===== src/rtl/idxwin_pkg.sv =====
package idxwin_pkg;
  localparam int unsigned BYTE_W = 8;

  // Pick one byte of a zero-extended counter value.
  function automatic logic [BYTE_W-1:0] cnt_byte(input logic [31:0] c, input logic [1:0] sel);
    case (sel)
      2'd0:    return c[7:0];
      2'd1:    return c[15:8];
      2'd2:    return c[23:16];
      default: return c[31:24];
    endcase
  endfunction

  // Status byte with the cable flag at its bit position.
  function automatic logic [BYTE_W-1:0] status_byte(input logic cable, input int unsigned bitpos);
    return BYTE_W'(cable) << bitpos;
  endfunction
endpackage


===== src/rtl/idxwin_counter.sv =====
module idxwin_counter #(
  parameter int unsigned CNT_W = 30
) (
  input  logic             clk,
  input  logic             rst_n,
  input  logic             run,
  output logic [CNT_W-1:0] count_q
);
  // Free-running down-counter; wraps modulo 2^CNT_W.
  always_ff @(posedge clk or negedge rst_n) begin
    if (!rst_n)   count_q <= '1;
    else if (run) count_q <= count_q - 1'b1;
  end
endmodule


===== src/rtl/idxwin_decode.sv =====
module idxwin_decode #(
  parameter int unsigned ADDR_W      = 3,
  parameter int unsigned INDEX_PORT  = 1,
  parameter int unsigned DATA_PORT   = 3,
  parameter int unsigned N_DRIVES    = 2,
  parameter int unsigned REGS        = 8,
  parameter int unsigned TIMING_BASE = 8'h0C,
  parameter int unsigned STRIDE      = 8,
  parameter int unsigned CTRL_IDX    = 8'h01,
  parameter int unsigned STAT_IDX    = 8'h0B,
  parameter int unsigned CNT_IDX     = 8'h20,
  localparam int unsigned DRV_W      = (N_DRIVES > 1) ? $clog2(N_DRIVES) : 1,
  localparam int unsigned SLOT_W     = (REGS > 1) ? $clog2(REGS) : 1
) (
  input  logic              clk,
  input  logic              rst_n,
  input  logic              host_wr,
  input  logic [ADDR_W-1:0] host_addr,
  input  logic [7:0]        host_wdata,
  output logic [7:0]        index_q,
  output logic              at_index,
  output logic              at_data,
  output logic              sel_ctrl,
  output logic              sel_stat,
  output logic              sel_cnt,
  output logic              sel_tim,
  output logic [DRV_W-1:0]  tim_drive,
  output logic [SLOT_W-1:0] tim_slot
);
  assign at_index = (host_addr == ADDR_W'(INDEX_PORT));
  assign at_data  = (host_addr == ADDR_W'(DATA_PORT));

  always_ff @(posedge clk or negedge rst_n) begin
    if (!rst_n)                   index_q <= '0;
    else if (host_wr && at_index) index_q <= host_wdata;
  end

  assign sel_ctrl = (index_q == 8'(CTRL_IDX));
  assign sel_stat = (index_q == 8'(STAT_IDX));
  assign sel_cnt  = (index_q[7:2] == 6'(CNT_IDX >> 2));

  // Timing window: drive-major blocks of STRIDE indices, REGS used in each.
  always_comb begin
    int off;
    off       = int'(index_q) - int'(TIMING_BASE);
    sel_tim   = (off >= 0) && (off < int'(N_DRIVES * STRIDE)) && ((off % int'(STRIDE)) < int'(REGS));
    tim_drive = DRV_W'(off / int'(STRIDE));
    tim_slot  = SLOT_W'(off % int'(STRIDE));
  end
endmodule


===== src/rtl/idxwin_regs.sv =====
module idxwin_regs #(
  parameter int unsigned N_DRIVES = 2,
  parameter int unsigned REGS     = 8,
  localparam int unsigned DRV_W   = (N_DRIVES > 1) ? $clog2(N_DRIVES) : 1,
  localparam int unsigned SLOT_W  = (REGS > 1) ? $clog2(REGS) : 1
) (
  input  logic                      clk,
  input  logic                      rst_n,
  input  logic                      ctrl_we,
  input  logic                      tim_we,
  input  logic [DRV_W-1:0]          tim_drive,
  input  logic [SLOT_W-1:0]         tim_slot,
  input  logic [7:0]                wdata,
  output logic [7:0]                ctrl_q,
  output logic [N_DRIVES*REGS*8-1:0] tim_flat
);
  always_ff @(posedge clk or negedge rst_n) begin
    if (!rst_n)       ctrl_q <= '0;
    else if (ctrl_we) ctrl_q <= wdata;
  end

  for (genvar d = 0; d < N_DRIVES; d++) begin : g_drv
    for (genvar s = 0; s < REGS; s++) begin : g_slot
      logic [7:0] r_q;
      logic       hit;
      assign hit = tim_we && (tim_drive == DRV_W'(d)) && (tim_slot == SLOT_W'(s));
      always_ff @(posedge clk or negedge rst_n) begin
        if (!rst_n)   r_q <= '0;
        else if (hit) r_q <= wdata;
      end
      assign tim_flat[(d*REGS+s)*8 +: 8] = r_q;
    end
  end
endmodule


===== src/rtl/idxwin_port.sv =====
module idxwin_port
  import idxwin_pkg::*;
#(
  parameter int unsigned ADDR_W      = 3,
  parameter int unsigned INDEX_PORT  = 1,
  parameter int unsigned DATA_PORT   = 3,
  parameter int unsigned N_DRIVES    = 2,
  parameter int unsigned REGS        = 8,
  parameter int unsigned TIMING_BASE = 8'h0C,
  parameter int unsigned STRIDE      = 8,
  parameter int unsigned CTRL_IDX    = 8'h01,
  parameter int unsigned STAT_IDX    = 8'h0B,
  parameter int unsigned CNT_IDX     = 8'h20,
  parameter int unsigned TEST_BIT    = 6,
  parameter int unsigned CABLE_BIT   = 2,
  parameter int unsigned HOLD_SLOT   = 4,
  parameter int unsigned CNT_W       = 30,
  localparam int unsigned DRV_W      = (N_DRIVES > 1) ? $clog2(N_DRIVES) : 1,
  localparam int unsigned SLOT_W     = (REGS > 1) ? $clog2(REGS) : 1,
  localparam int unsigned TIM_W      = N_DRIVES * REGS * 8
) (
  input  logic                clk,
  input  logic                rst_n,
  input  logic                host_wr,
  input  logic                host_rd,
  input  logic [ADDR_W-1:0]   host_addr,
  input  logic [7:0]          host_wdata,
  output logic [7:0]          host_rdata,
  input  logic                cable_40w,
  output logic                test_mode,
  output logic [N_DRIVES-1:0] hold_ctl,
  output logic [TIM_W-1:0]    timing_regs
);
  logic [7:0]        index_q;
  logic              at_index, at_data;
  logic              sel_ctrl, sel_stat, sel_cnt, sel_tim;
  logic [DRV_W-1:0]  tim_drive;
  logic [SLOT_W-1:0] tim_slot;
  logic [7:0]        ctrl_q;
  logic [CNT_W-1:0]  cnt_q;
  logic              cnt_tick;
  logic              ctrl_we, tim_we;
  logic [7:0]        rd_val;

  idxwin_decode #(
    .ADDR_W(ADDR_W), .INDEX_PORT(INDEX_PORT), .DATA_PORT(DATA_PORT),
    .N_DRIVES(N_DRIVES), .REGS(REGS), .TIMING_BASE(TIMING_BASE), .STRIDE(STRIDE),
    .CTRL_IDX(CTRL_IDX), .STAT_IDX(STAT_IDX), .CNT_IDX(CNT_IDX)
  ) u_dec (
    .clk(clk), .rst_n(rst_n), .host_wr(host_wr), .host_addr(host_addr),
    .host_wdata(host_wdata), .index_q(index_q), .at_index(at_index),
    .at_data(at_data), .sel_ctrl(sel_ctrl), .sel_stat(sel_stat),
    .sel_cnt(sel_cnt), .sel_tim(sel_tim), .tim_drive(tim_drive), .tim_slot(tim_slot)
  );

  assign ctrl_we = host_wr && at_data && sel_ctrl;
  assign tim_we  = host_wr && at_data && sel_tim;

  idxwin_regs #(.N_DRIVES(N_DRIVES), .REGS(REGS)) u_regs (
    .clk(clk), .rst_n(rst_n), .ctrl_we(ctrl_we), .tim_we(tim_we),
    .tim_drive(tim_drive), .tim_slot(tim_slot), .wdata(host_wdata),
    .ctrl_q(ctrl_q), .tim_flat(timing_regs)
  );

  assign test_mode = ctrl_q[TEST_BIT];
  assign cnt_tick  = test_mode;

  idxwin_counter #(.CNT_W(CNT_W)) u_cnt (
    .clk(clk), .rst_n(rst_n), .run(cnt_tick), .count_q(cnt_q)
  );

  for (genvar d = 0; d < N_DRIVES; d++) begin : g_hold
    assign hold_ctl[d] = timing_regs[(d*REGS+HOLD_SLOT)*8 + 7];
  end

  always_comb begin
    rd_val = '0;
    if (at_index) rd_val = index_q;
    else if (at_data) begin
      if (sel_ctrl)     rd_val = ctrl_q;
      else if (sel_stat) rd_val = status_byte(cable_40w, CABLE_BIT);
      else if (sel_tim)  rd_val = timing_regs[(int'(tim_drive)*int'(REGS) + int'(tim_slot))*8 +: 8];
      else if (sel_cnt)  rd_val = cnt_byte(32'(cnt_q), index_q[1:0]);
    end
  end

  always_ff @(posedge clk or negedge rst_n) begin
    if (!rst_n)       host_rdata <= '0;
    else if (host_rd) host_rdata <= rd_val;
  end
endmodule


===== config.mk =====
export PLATFORM = sky130hd
export DESIGN_NAME = idxwin_port
export DESIGN_NICKNAME = d
export VERILOG_FILES = /design/src/rtl/idxwin_pkg.sv /design/src/rtl/idxwin_counter.sv /design/src/rtl/idxwin_decode.sv /design/src/rtl/idxwin_regs.sv /design/src/rtl/idxwin_port.sv
export SDC_FILE = /design/constraint.sdc
export NUM_CORES = 1
export LEC_CHECK = 0
export CAP_MARGIN = 30
export CORE_UTILIZATION = 40
export CTS_CLUSTER_DIAMETER = 100
export DETAILED_ROUTE_END_ITERATION = 10
export DONT_BUFFER_PORTS = 1
export PLACE_DENSITY = 0.5
export SLEW_MARGIN = 20
export SYNTH_ARGS = -nofsm -noshare
export SYNTH_HDL_FRONTEND = slang
export SYNTH_SLANG_ARGS = --single-unit

===== constraint.sdc =====
create_clock -name clk -period 6 [get_ports clk]
set_input_delay 1.5 -clock clk [delete_from_list [all_inputs] [get_ports clk]]
set_output_delay 1.5 -clock clk [all_outputs]
set_load 0.005 [all_outputs]

==> After elaboration in Yosys (flattened, before gate mapping) <==
Index checks and enable logic that the tools add are counted.
{ "op_classes": {"addsub": 4, "multipliers": 0, "div": 0, "order_cmp": 3, "eq_ne": 14, "n_shift": 1, "muxes": 7, "bitwise": 2, "n_reduce_logical": 27} }
{ "ops": {"columns": ["cell", "count"], "rows": [
  ["128-bit by 9-bit indexed part select with 8-bit output", 1],
  ["8-bit two-way mux", 6],
  ["30-bit by 1-bit subtractor with 30-bit output (second input constant)", 1],
  ["1-bit logical AND", 24],
  ["8-bit case mux with 3 select lines", 1],
  ["3-bit == test (second input constant)", 4],
  ["3-bit by 2-bit == test with 1-bit output (second input constant)", 3],
  ["9-bit by 1-bit >= comparator with 1-bit output (second input constant)", 1],
  ["9-bit by 6-bit < comparator with 1-bit output (second input constant)", 1],
  ["8-bit by 4-bit subtractor with 9-bit output (second input constant)", 1],
  ["8-bit by 1-bit == test with 1-bit output (second input constant)", 1],
  ["8-bit by 4-bit == test with 1-bit output (second input constant)", 1],
  ["3-bit by 1-bit == test with 1-bit output (second input constant)", 2],
  ["6-bit by 4-bit == test with 1-bit output (second input constant)", 1],
  ["4-bit by 3-bit adder with 5-bit output", 1],
  ["4-bit by 5-bit < comparator with 1-bit output (second input constant)", 1],
  ["3-bit zero test", 1],
  ["3-bit OR reduction", 1],
  ["2-bit by 1-bit == test with 1-bit output (second input constant)", 1],
  ["2-bit == test (second input constant)", 1],
  ["2-bit zero test", 1],
  ["1-bit adder", 1],
  ["1-bit AND", 1],
  ["1-bit NOT", 1]
]} }
{ "word_totals": {"ff_bits": 182, "latch_bits": 0, "mem_bits_rw": 0, "mem_bits_ro": 0, "input_bits": 16, "output_inout_bits": 139, "elab_cells": 78, "n_memories": 0} }

==> Depth between registers and ports, before layout <==
{ "depth": {"depth_word": 11, "ltp_mapped": 11, "ltp_nobuf": 7} }

==> Hierarchy <==
Synthesis repeated with hierarchy kept, for this count alone.
{ "hier_totals": {"hier_cells": 631, "area_unflattened_um2": 8911.0} }
{ "modules_own_cells": {"columns": ["module", "instances", "cells_per_inst", "area_per_inst_um2", "seq_area_each_um2"], "rows": [
  ["idxwin_regs", 1, 311, 5201.2, 3403.3],
  ["idxwin_port", 1, 155, 1773.0, 200.2],
  ["idxwin_counter", 1, 118, 1408.9, 788.3],
  ["idxwin_decode", 1, 47, 528.0, 200.2]
]} }

==> Worst setup path after synthesis <==
No wires, ideal clock.
{ "synth_timing": {"path_type": "input to register", "startpoint": "in host_addr[0]", "endpoint": "reg u_regs.g_drv[0].g_slot[1].r_q[0]", "setup_time_ns": 0.125, "arrival_ns": 3.033, "required_ns": 5.875, "slack_ns": 2.842, "cell_stages": 6, "n_path_buf": 1, "path_cell_list": "nor2b_1 and3_1 clkbuf_1 and3_1 nand3_1 mux2_2"} }
{ "synth_between": {"elab_chain_cells": 5} }
{ "synth_rtl": {"columns": ["item", "line_no", "source"], "rows": [
  ["start, declared", "idxwin_port.sv:26", "input logic [ADDR_W-1:0] host_addr,"],
  ["3-bit by 2-bit == test with 1-bit output", "idxwin_decode.sv:31", "assign at_data = (host_addr == ADDR_W'(DATA_PORT));"],
  ["1-bit logical AND (2 in a row)", "idxwin_port.sv:57", "assign tim_we = host_wr && at_data && sel_tim;"],
  ["1-bit logical AND (2 in a row)", "idxwin_regs.sv:26", "assign hit = tim_we && (tim_drive == DRV_W'(d)) && (tim_slot == SLOT_W'(s));"],
  ["end signal, assigned", "idxwin_regs.sv:29", "else if (hit) r_q <= wdata;"],
  ["end, declared", "idxwin_regs.sv:24", "logic [7:0] r_q;"]
]} }
Every way passes these cells.
A chain may end at the register's enable or synchronous reset.

==> Final worst setup path <==
{ "layout_timing": {"startpoint": "reg u_dec.index_q[7]", "endpoint": "reg u_regs.g_drv[0].g_slot[0].r_q[5]"} }
{ "layout_between": {"elab_chain_cells": 7, "elab_cells_between_ends": 12, "cone_classes": "add/sub (2); order compare (3); bitwise (2); reduce/logical (5)"} }
{ "layout_rtl": {"columns": ["item", "line_no", "source"], "rows": [
  ["start, declared", "idxwin_decode.sv:20", "output logic [7:0] index_q,"],
  ["start signal, assigned", "idxwin_decode.sv:35", "else if (host_wr && at_index) index_q <= host_wdata;"],
  ["8-bit by 4-bit subtractor with 9-bit output (*)", "idxwin_decode.sv:45", "off = int'(index_q) - int'(TIMING_BASE);"],
  ["9-bit by 1-bit >= comparator with 1-bit output (tied with other cells)", "idxwin_decode.sv:46", "sel_tim = (off >= 0) && (off < int'(N_DRIVES * STRIDE)) && ((off % int'(STRIDE)) < int'(REGS));"],
  ["1-bit logical AND / 4-bit by 5-bit < comparator with 1-bit output (equally long branches)", "idxwin_decode.sv:46", null],
  ["1-bit logical AND", "idxwin_decode.sv:46", null],
  ["1-bit logical AND", "idxwin_port.sv:57", null],
  ["1-bit logical AND (*) (2 in a row)", "idxwin_regs.sv:26", null],
  ["end signal, assigned", "idxwin_regs.sv:29", null],
  ["end, declared", "idxwin_regs.sv:24", null]
]} }
Mark *: on every way between the ends. The rest lies on a longest branch, timed or not.

==> results.toml <==
[route]
drc = 0
wl_per_cell_um = 28.0
vias = 5796
first_pass_iters = 5
viasPerCell = 6.08
drt_wl_total_mm = 26.7
drt_iter0_drc = 430
ant_nets = 0

[run]
maxCapViolations = 0

[synth]
synthDistinctLibCells = 53
yosys_register_bits = 182
synth_area_leaders = "dfrtp_1 (43%), mux2_2 (20%), dfstp_2 (8.9%), mux4_2 (6.6%), xor2_1 (2.1%)"
ys_warn_count = 0
synth_most_common_cell = "mux2_2"
async_flop_share_pct = 100
syn_nets = 697
synth-edff-count = 0
syn_area_mm2 = 0.00890
yosysSeqAreaShare_pct = 51.6
synth_top_cell_by_area = "dfrtp_1"
synth.avg_cell_area_um2 = 13.1
syn_inst = 677
synth_flop_cell = "dfrtp_1"
ys_top_cells_by_count = "mux2_2 (155), dfrtp_1 (152), clkbuf_1 (31), dfstp_2 (30), o21ai_0 (29)"
synth.top_cell.area_share_pct = 42.7

[worst_setup_path]
crit_start = "u_dec.index_q[7]$_DFFE_PN0P_"
cp.required_ns = 6.32
crit_arrival_ns = 4.24
reg2reg_depth = 5
critPathKind = "reg -> reg"
rr_endpoint = "u_regs.g_drv[0].g_slot[0].r_q[5]$_DFFE_PN0P_"
startpoint_type = "flop"
path_max_fanout = 16
r2r_slack_ns = 2.07
r2r-start = "u_dec.index_q[7]$_DFFE_PN0P_"
worstSetupEndpointType = "flop"

[grt]
gr-usage-met3_pct = 7.59
grt_pass1_vias = 5912
grt_use_total_pct = 24.4
grt_busiest_layer = "met2"
antenna_found_initial = 0
grt-ovfl-total = 0
grt_max_degree = 183
grt_pass1_wl_mm = 39.8
use_met2_pct = 38.5
grt_util_met1_pct = 32.4

[worst_hold_path]
holdPathStages = 1
min_to = "u_cnt.count_q[8]$_DFFE_PN1P_"
min_from = "u_cnt.count_q[8]$_DFFE_PN1P_"
hold_class = "reg -> reg"

[clocking]
cts_sinks = 182
cts_buffers = 17
cts-root-buf = "clkbuf_16"
ctsResizeCount = 0
cts_htree_levels = 4
cts_tree = "yes"
post_cts_buffers = 0
clk_pin_slew_worst_paths_ns = 0.07
ctsHoldBuffers = 0
insertion_delay_ns = 0.43
clk_path_buf_depth = 2

[sta]
drv_slew = 0
rsz0062_at_grt = "no"
setup_viol_count_final = 0
relSlewSlack_pct = 36.5
tns_ns = 0
layout_setup_ws_ns = 2.07
layout_min_cycle_time_ns = 3.93
holdWs_ns = 0.505
fin_skew_ns = 0.0124
period_share_pct = 65.5
fmax_mhz = 255
hold_violations = 0
worst_slew_pin_slew_ns = 0.946

[floorplanning]
num_rows = 54
die_width_um = 151
core_area_mm2 = 0.0218
start_util_pct = 40.8
io_pins = 155
die_area_mm2 = 0.0228
fp.dieH_um = 151

[placed_design]
routabilityCongestion = 0.849
io_buffers = 0
place_ws_ns = 2.10
dp_hpwl_mm = 18.5

[pwr]
vdd_ir_drop_max_uv = 181
powerDensity_mw_per_mm2 = 342
p_leak_uw = 0.00454
power.total_uw = 3330

[finish]
fill_cells = 1968
finalNetCount = 681
areaGrowthSynthToFinish_pct = 9.33
drive_gt1_share_pct = 38.7
n_antenna_cell = 0
final_util_pct = 44.6

[outcome]
status = "completed"
[state kept, by name, indices dropped and copies added (netlist names)]
name and flops:
u_regs.g_drv.g_slot.r_q 128, u_cnt.count_q 30, u_dec.index_q 8, host_rdata 8, u_regs.ctrl_q 8
[layout by cell type (no fill, tap or decap), types with 16 or more instances in the layout]
cell / instances
nand2_1: 28
nor2_1: 24
mux2_2: 155
dfrtp_1: 151
xor2_1: 21
mux4_2: 26
o21ai_0: 29
dfstp_2: 30
clkbuf_16: 17
mux2i_1: 16
[worst max-delay path: stages, from the launching register on]
cell	delay, ns
dfrtp_1	0.46
or4_1	0.63
o31ai_1	0.67
and2_1	0.65
nand4_1	0.85
mux2_2	0.55
[through the flow]
step / cells / instance area, um^2
5_1_grt: 954 / 9730
2_1_floorplan: 677 / 8900
6_report: 954 / 9730
4_1_cts: 954 / 9730
3_5_place_dp: 922 / 9120
3_3_place_gp: 922 / 9120
[worst max-delay path by stage]
| stage | depth (start not counted) | slack [ns] | end |
|---|---|---|---|
| 2_1_floorplan | 6 | 2.84 | u_regs.g_drv[0].g_slot[1].r_q[0]$_DFFE_PN0P_ |
| 3_3_place_gp | 5 | 2.15 | u_regs.g_drv[0].g_slot[5].r_q[1]$_DFFE_PN0P_ |
| 5_1_grt | 5 | 1.95 | u_regs.g_drv[0].g_slot[0].r_q[5]$_DFFE_PN0P_ |
| 6_report | 5 | 2.07 | u_regs.g_drv[0].g_slot[0].r_q[5]$_DFFE_PN0P_ |
| 4_1_cts | 5 | 2.09 | u_regs.g_drv[0].g_slot[3].r_q[0]$_DFFE_PN0P_ |
| 3_5_place_dp | 5 | 2.10 | u_regs.g_drv[0].g_slot[3].r_q[7]$_DFFE_PN0P_ |
[kinds of logic after synthesis]
family / after synthesis / synth area share [%]
muxes: 197 / 28.0
xor gates and xnor gates: 29 / 2.85
adders and majority gates: 4 / 0.562
DFF: 182 / 51.6
AOI/OAI and AO/OA: 84 / 6.71
and+or+nand+nor: 133 / 8.11
buffers and inverters: 48 / 2.18
[area by class of cell]
type / count / area, um^2 / share of cell area [%]
Timing Repair Buffer: 4 / 30.0 / 0.309
Clock inverter: 12 / 160 / 1.65
Sequential cell: 182 / 4600 / 47.2
Multi-Input combinational cell: 447 / 4110 / 42.3
Tap cell: 280 / 350 / 3.60
Clock buffer: 20 / 447 / 4.59
Inverter: 9 / 33.8 / 0.347
[report_power, final]
group	leakage [uW]	internal (uW)	switching [uW]
clock	0.000290	642	520
combinational	0.00184	266	326
sequential	0.00241	1400	172
total	0.00454	2310	1020
[routing by layer]
layer,routed length (um),share of wire (%),up-vias
met5,0,0,-
met4,475,1.8,0
met1,11500,43,3112
li1,-,-,2492
met3,1850,6.9,22
met2,12900,48,170
Note: power is estimated with default switching activity, not from simulation.
